<file path="src/rtl/ow_triplet_pkg.sv">
package ow_triplet_pkg;

  localparam int unsigned SYNC_STAGES = 2;

  // strobes from the control to the datapath
  typedef struct packed {
    logic runSlot;     // a slot is in progress
    logic clrCnt;      // restart the slot timer
    logic latchReq;    // capture the requested direction
    logic capId;       // capture first read
    logic capComp;     // capture second read
    logic useZeroLow;  // current slot uses the long low time
    logic loadStatus;  // update the status register
  } ctrlStrobe_t;

  // flags from the datapath back to the control
  typedef struct packed {
    logic atSample;
    logic atEnd;
    logic bothOnes;
    logic dirBit;
  } dpFlags_t;

  typedef enum logic {ST_IDLE = 1'b0, ST_ACTIVE = 1'b1} stepState_t;

endpackage

</file>
<file path="src/rtl/ow_triplet_dp.sv">
module ow_triplet_dp
  import ow_triplet_pkg::*;
#(
  parameter int unsigned LOW_ONE_CYC  = 1200,
  parameter int unsigned LOW_ZERO_CYC = 12000,
  parameter int unsigned SAMPLE_CYC   = 3000,
  parameter int unsigned SLOT_CYC     = 14000
) (
  input  logic        clk,
  input  logic        rst_n,
  input  logic        lineIn,
  input  logic        dirReq,
  input  ctrlStrobe_t strb,
  output dpFlags_t    flags,
  output logic        pullLow,
  output logic [2:0]  status
);

  localparam int unsigned CNT_W = $clog2(SLOT_CYC + 1);
  localparam logic [CNT_W-1:0] SMP_AT  = CNT_W'(SAMPLE_CYC);
  localparam logic [CNT_W-1:0] END_AT  = CNT_W'(SLOT_CYC - 1);
  localparam logic [CNT_W-1:0] LOW_ONE = CNT_W'(LOW_ONE_CYC);
  localparam logic [CNT_W-1:0] LOW_ZER = CNT_W'(LOW_ZERO_CYC);

  logic [SYNC_STAGES-1:0] syncQ;
  logic [CNT_W-1:0]       slotCnt;
  logic                   idBit;
  logic                   compBit;
  logic                   reqQ;
  logic                   lineS;
  logic [CNT_W-1:0]       lowLen;

  // bus level synchroniser, idle level high
  always_ff @(posedge clk or negedge rst_n) begin
    if (!rst_n) syncQ <= '1;
    else        syncQ <= {syncQ[SYNC_STAGES-2:0], lineIn};
  end
  assign lineS = syncQ[SYNC_STAGES-1];

  // slot timer
  always_ff @(posedge clk or negedge rst_n) begin
    if (!rst_n)            slotCnt <= '0;
    else if (strb.clrCnt)  slotCnt <= '0;
    else if (strb.runSlot) slotCnt <= slotCnt + 1'b1;
  end

  // captured bits
  always_ff @(posedge clk or negedge rst_n) begin
    if (!rst_n) begin
      idBit   <= 1'b0;
      compBit <= 1'b0;
      reqQ    <= 1'b0;
    end else begin
      if (strb.latchReq) reqQ    <= dirReq;
      if (strb.capId)    idBit   <= lineS;
      if (strb.capComp)  compBit <= lineS;
    end
  end

  assign flags.atSample = strb.runSlot && (slotCnt == SMP_AT);
  assign flags.atEnd    = strb.runSlot && (slotCnt == END_AT);
  assign flags.bothOnes = idBit & compBit;
  assign flags.dirBit   = (idBit ^ compBit) ? idBit : reqQ;

  always_ff @(posedge clk or negedge rst_n) begin
    if (!rst_n)               status <= 3'b000;
    else if (strb.loadStatus) status <= {flags.dirBit & ~flags.bothOnes, compBit, idBit};
  end

  assign lowLen  = strb.useZeroLow ? LOW_ZER : LOW_ONE;
  assign pullLow = strb.runSlot && (slotCnt < lowLen);

endmodule

</file>
<file path="src/rtl/ow_triplet_ctrl.sv">
module ow_triplet_ctrl
  import ow_triplet_pkg::*;
(
  input  logic        clk,
  input  logic        rst_n,
  input  logic        start,
  input  dpFlags_t    flags,
  output ctrlStrobe_t strb,
  output logic        busy,
  output logic        done
);

  localparam logic [1:0] SLOT_ID   = 2'd0;
  localparam logic [1:0] SLOT_COMP = 2'd1;
  localparam logic [1:0] SLOT_DIR  = 2'd2;

  stepState_t state;
  logic [1:0] slotIdx;
  logic       finishing;

  assign finishing = (state == ST_ACTIVE) && flags.atEnd &&
                     ((slotIdx == SLOT_DIR) || ((slotIdx == SLOT_COMP) && flags.bothOnes));

  always_comb begin
    strb            = '0;
    strb.runSlot    = (state == ST_ACTIVE);
    strb.latchReq   = (state == ST_IDLE) && start;
    strb.clrCnt     = ((state == ST_IDLE) && start) ||
                      ((state == ST_ACTIVE) && flags.atEnd && !finishing);
    strb.capId      = flags.atSample && (slotIdx == SLOT_ID);
    strb.capComp    = flags.atSample && (slotIdx == SLOT_COMP);
    strb.useZeroLow = (slotIdx == SLOT_DIR) && !flags.dirBit;
    strb.loadStatus = finishing;
  end

  always_ff @(posedge clk or negedge rst_n) begin
    if (!rst_n) begin
      state   <= ST_IDLE;
      slotIdx <= SLOT_ID;
      done    <= 1'b0;
    end else begin
      done <= 1'b0;
      if (state == ST_IDLE) begin
        if (start) begin
          state   <= ST_ACTIVE;
          slotIdx <= SLOT_ID;
        end
      end else if (finishing) begin
        state <= ST_IDLE;
        done  <= 1'b1;
      end else if (flags.atEnd) begin
        slotIdx <= slotIdx + 1'b1;
      end
    end
  end

  assign busy = (state == ST_ACTIVE);

endmodule

</file>
<file path="src/rtl/ow_search_triplet.sv">
module ow_search_triplet
  import ow_triplet_pkg::*;
#(
  parameter int unsigned LOW_ONE_CYC  = 1200,
  parameter int unsigned LOW_ZERO_CYC = 12000,
  parameter int unsigned SAMPLE_CYC   = 3000,
  parameter int unsigned SLOT_CYC     = 14000
) (
  input  logic       clk,
  input  logic       rst_n,
  input  logic       start,
  input  logic       dirReq,
  input  logic       lineIn,
  output logic       pullLow,
  output logic       busy,
  output logic       done,
  output logic [2:0] status
);

  ctrlStrobe_t strb;
  dpFlags_t    flags;

  ow_triplet_ctrl u_ctrl (
    .clk   (clk),
    .rst_n (rst_n),
    .start (start),
    .flags (flags),
    .strb  (strb),
    .busy  (busy),
    .done  (done)
  );

  ow_triplet_dp #(
    .LOW_ONE_CYC  (LOW_ONE_CYC),
    .LOW_ZERO_CYC (LOW_ZERO_CYC),
    .SAMPLE_CYC   (SAMPLE_CYC),
    .SLOT_CYC     (SLOT_CYC)
  ) u_dp (
    .clk     (clk),
    .rst_n   (rst_n),
    .lineIn  (lineIn),
    .dirReq  (dirReq),
    .strb    (strb),
    .flags   (flags),
    .pullLow (pullLow),
    .status  (status)
  );

endmodule

</file>
<file path="config.mk">
export PLATFORM = sky130hd
export DESIGN_NAME = ow_search_triplet
export DESIGN_NICKNAME = d
export VERILOG_FILES = /design/src/rtl/ow_triplet_pkg.sv /design/src/rtl/ow_triplet_dp.sv /design/src/rtl/ow_triplet_ctrl.sv /design/src/rtl/ow_search_triplet.sv
export SDC_FILE = /design/constraint.sdc
export NUM_CORES = 1
export LEC_CHECK = 0
export BUFFER_PORTS_ARGS = -buffer_cell sky130_fd_sc_hd__buf_2
export CORE_MARGIN = 2
export CORE_UTILIZATION = 33
export CTS_BUF_LIST = sky130_fd_sc_hd__clkbuf_8
export CTS_CLUSTER_SIZE = 24
export DETAILED_ROUTE_END_ITERATION = 8
export PLACE_DENSITY = 0.52
export SLEW_MARGIN = 10
export SYNTH_ARGS = -nofsm -noshare
export SYNTH_HDL_FRONTEND = slang
export SYNTH_HIERARCHICAL = 1
export SYNTH_SLANG_ARGS = --single-unit
</file>
<file path="constraint.sdc">
create_clock -name clk -period 5 [get_ports clk]
set_input_delay 0.5 -clock clk [delete_from_list [all_inputs] [get_ports clk]]
set_output_delay 0.5 -clock clk [all_outputs]
set_load 0.1 [all_outputs]
</file>
==> results by group <==
Global routing
  • Overall routing resource usage: 13.48%
  • Vias in the first global route: between 1000 and 1500
  • Initial antenna violation count: 0
  • Largest net degree at the start of global routing: 27
  • First-pass GRT wire length: 5.451 mm
  • Total congestion overflow: 0

Critical path
  • Critical setup path kind: register to register
  • CP cell instances: ha_1 -> inv_1 -> or3_2 -> nor4_1 -> nand3_2 -> nand2_1 -> o211ai_1 -> nor4_1 -> mux2_2
  • Worst setup path end: u_dp/slotCnt[12]
  • R2r endpoint: u_dp/slotCnt[12]
  • Worst setup SP type: register
  • Worst EP required: 5160 ps
  • Critical path startpoint: u_dp/slotCnt[0]
  • Critical register-to-register path startpoint: u_dp/slotCnt[0]
  • R2R depth: 9
  • Crit path top cell by count: nor4_1
  • Nature of the critical path endpoint: register
  • Critical Path Slowest Stage Cell: nand2_1
  • CP max stage delay: about 530 ps
  • CP arrival: 3540 ps
  • R2R setup slack: between 1500 and 2000 ps
  • Worst-path fanout max: 20

Yosys
  • Largest area contributor in the netlist: dfrtp_1
  • #FFs+latches synth: 26
  • Netlist Area Pre-Place: 1505 um^2
  • EDFF count, synth: 0
  • Yosys top cell area share: 39.90%
  • Synth Area in Simple Gates: 22.69%
  • Adder-Cell Fraction of Synth Area: 8.313%
  • Post-Synth XOR/XNOR Area: between 2 and 2.5%
  • Main flop type after synthesis: dfrtp_1
  • Sequential area share after synthesis: 43.39%
  • Syn Inst Count: roughly 150
  • Cell variety after synth: 36
  • Async SR Flop Fraction: 100.0%
  • Compound-Gate Fraction of Synth Area: 7.980%
  • Main combinational cell family by area after synthesis: simple AND/OR/NAND/NOR gates
  • Area contributors post-synth: dfrtp_1 (40%), ha_1 (8.3%), mux2_2 (7.5%), dfstp_2 (3.5%), nor2_1 (3.5%)
  • YS warnings: 6
  • Proportion of synthesized area in mux cells: a little under a tenth
  • Post-Syn Nets: 168
  • Synth Area per Inst: 9.838 um^2

Timing
  • Endpoints failing hold: 0
  • Max frequency: 295.8 MHz
  • Minimum clock period: 3381 ps
  • Setup TNS: 0 ps
  • Fin crit share: 67.62%
  • Slew headroom: 57.48%
  • # setup viols final: 0
  • Slew @ Worst Pin: 636.3 ps
  • Final Skew: about 5.6 ps
  • Final worst slack: between 1500 and 2000 ps
  • Final Max Slew Viols: 0
  • Hold_ws: 216.8 ps
  • RSZ-0062 raised after global routing: no

Power
  • Net load switching power: between 0.15 and 0.2 mW
  • Int Pwr: 0.3965 mW
  • Clock power share: 29.7%
  • Max VDD drop: 0.1182 mV
  • Pwr dens: 357.9 nW/um^2
  • Seq pwr share: 51.8%
  • Logic pwr share: 18.4%
  • Leakage dissipation: 0.7487 nW
  • Switching part of the total: 32.81%

Cells and area
  • Layout area overhead: 9.559%
  • Antenna cell count: 0
  • Final net count: 175
  • Most common cell after layout, fill and taps aside: dfrtp_1
  • Ratio of cells with drive above 1 in the final layout: approximately a fifth
  • Most frequent cells in the layout: dfrtp_1 (24), nor2_1 (14), inv_1 (12)

Drt
  • Drt drc: 0
  • DR pass1 iterations: 4
  • Routed WL: 3.105 mm
  • Initial DRC Count: 60
  • Avg WL per Cell: 14.72 um
  • ANT nets after route: 0
  • DR vias: 1125
  • Via/cell ratio: 5.332

CTS
  • CTS sink cnt: 26
  • Root buf cell: clkbuf_8
  • Clock-pin slew on the worst setup and hold paths: roughly 90 ps
  • Total setup buffers inserted after CTS: 0
  • Hold-fix buffers, CTS: 0
  • # H-tree levels: 1
  • Post_cts resized: 0
  • CTS tree: done
  • CTS Buf Count: 3
  • Worst skew pair latency: 270 ps
  • Deepest clock path buffer count: 2

Floorplan
  • Die Wd: 71.54 um
  • Die ar.: 5117 um^2
  • IO Count: 11
  • Core ar.: 4384 um^2
  • Row Count: 24
  • Starting Density: 34.33%
  • Die height: 71.54 um

Placed design
  • Hpwl dp: 2.253 mm
  • Port bufs: 10
  • Post-Place Worst Slack: ~1600 ps
  • Gp weighted congestion: 0.8096

Job
  • Max Cap Viol: 0

Outcome
  • Status: finished clean

Hold path
  • Worst Hold Class: primary input to async pin
==> synthesized netlist by cell type (4+ instances only) <==
master / count
ha_1: 10
nor2b_1: 6
nand2_1: 8
buf_2: 4
dfrtp_1: 24
nand3_1: 5
mux2_2: 10
o21ai_0: 5
nor4_1: 4
inv_1: 12
nor2_1: 14
nand4_1: 6
a21oi_1: 6
==> per-layer routing <==
layer  track usage, %  part of all wire, %
met5                0                    0
met4            3.774                 0.68
met3            3.094                  3.9
met2            21.19                   48
met1            18.67                   47
==> sequential cells by signal, indices dropped and copies added (netlist names) <==
register	cells
u_ctrl/busy	1
u_ctrl/slotIdx	2
u_dp/syncQ	2
u_dp/compBit	1
u_dp/idBit	1
u_dp/reqQ	1
u_dp/slotCnt	14
u_ctrl/done	1
u_dp/status	3
==> logic make-up (layout without fill, tap and decap cells) <==
logic type	after synthesis	count (layout)
simple gates	61	61
buf+inv	20	26
fa+ha+maj	10	10
flops	26	26
mux	13	13
xor+xnor	4	4
compound gates	19	19
==> worst max-delay path, delay by kind of cell (launching register included) <==
family,cells,cell delay (ps)
AOI/OAI and AO/OA,1,250
adders and majority gates,1,280
buffers and inverters,1,90
DFF,1,480
muxes,1,370
and+or+nand+nor,5,1800
==> metrics by stage <==
step / utilization, % / power (mW) / instance area (um^2) / cells
after global placement: 35.99 / 0.4115 / 1578 / 207
after detailed placement: 35.99 / 0.4178 / 1578 / 207
after floorplan: - / 0.3808 / 1505 / 153
after CTS: 37.61 / 0.5977 / 1649 / 211
after global routing: 37.61 / 0.6348 / 1649 / 211
final: 37.61 / 0.5902 / 1649 / 211
==> area by class of cell <==
type,instances,area [um^2]
multi-input cells,107,764.5
fillers,444,2735
repair buffers,10,50.05
clock buffers,3,41.29
clock inverters,1,30.03
well taps,52,65.06
inverters,12,45.04
flip-flops and latches,26,653.1
==> power by group through the flow <==
stage	Sequential, mW	Clock, mW	Combinational (mW)
5_1_grt	0.314	0.190	0.131
6_report	0.306	0.176	0.109
3_5_place_dp	0.309	0	0.109
3_3_place_gp	0.306	0	0.106
2_1_floorplan	0.273	0	0.107
4_1_cts	0.305	0.183	0.110
==> how the worst min path moves through the flow <==
stage,from,end,slack [ps],depth (start not counted)
after CTS,rst_n,u_dp/slotCnt[7],240,1
final,rst_n,u_dp/slotCnt[9],220,1
after global placement,u_dp/syncQ[0],u_dp/syncQ[1],350,0
after detailed placement,u_dp/syncQ[0],u_dp/syncQ[1],350,0
after floorplan,rst_n,u_ctrl/busy,200,0
after global routing,rst_n,u_dp/slotCnt[2],260,1
Power figures use the tool's default switching activity.
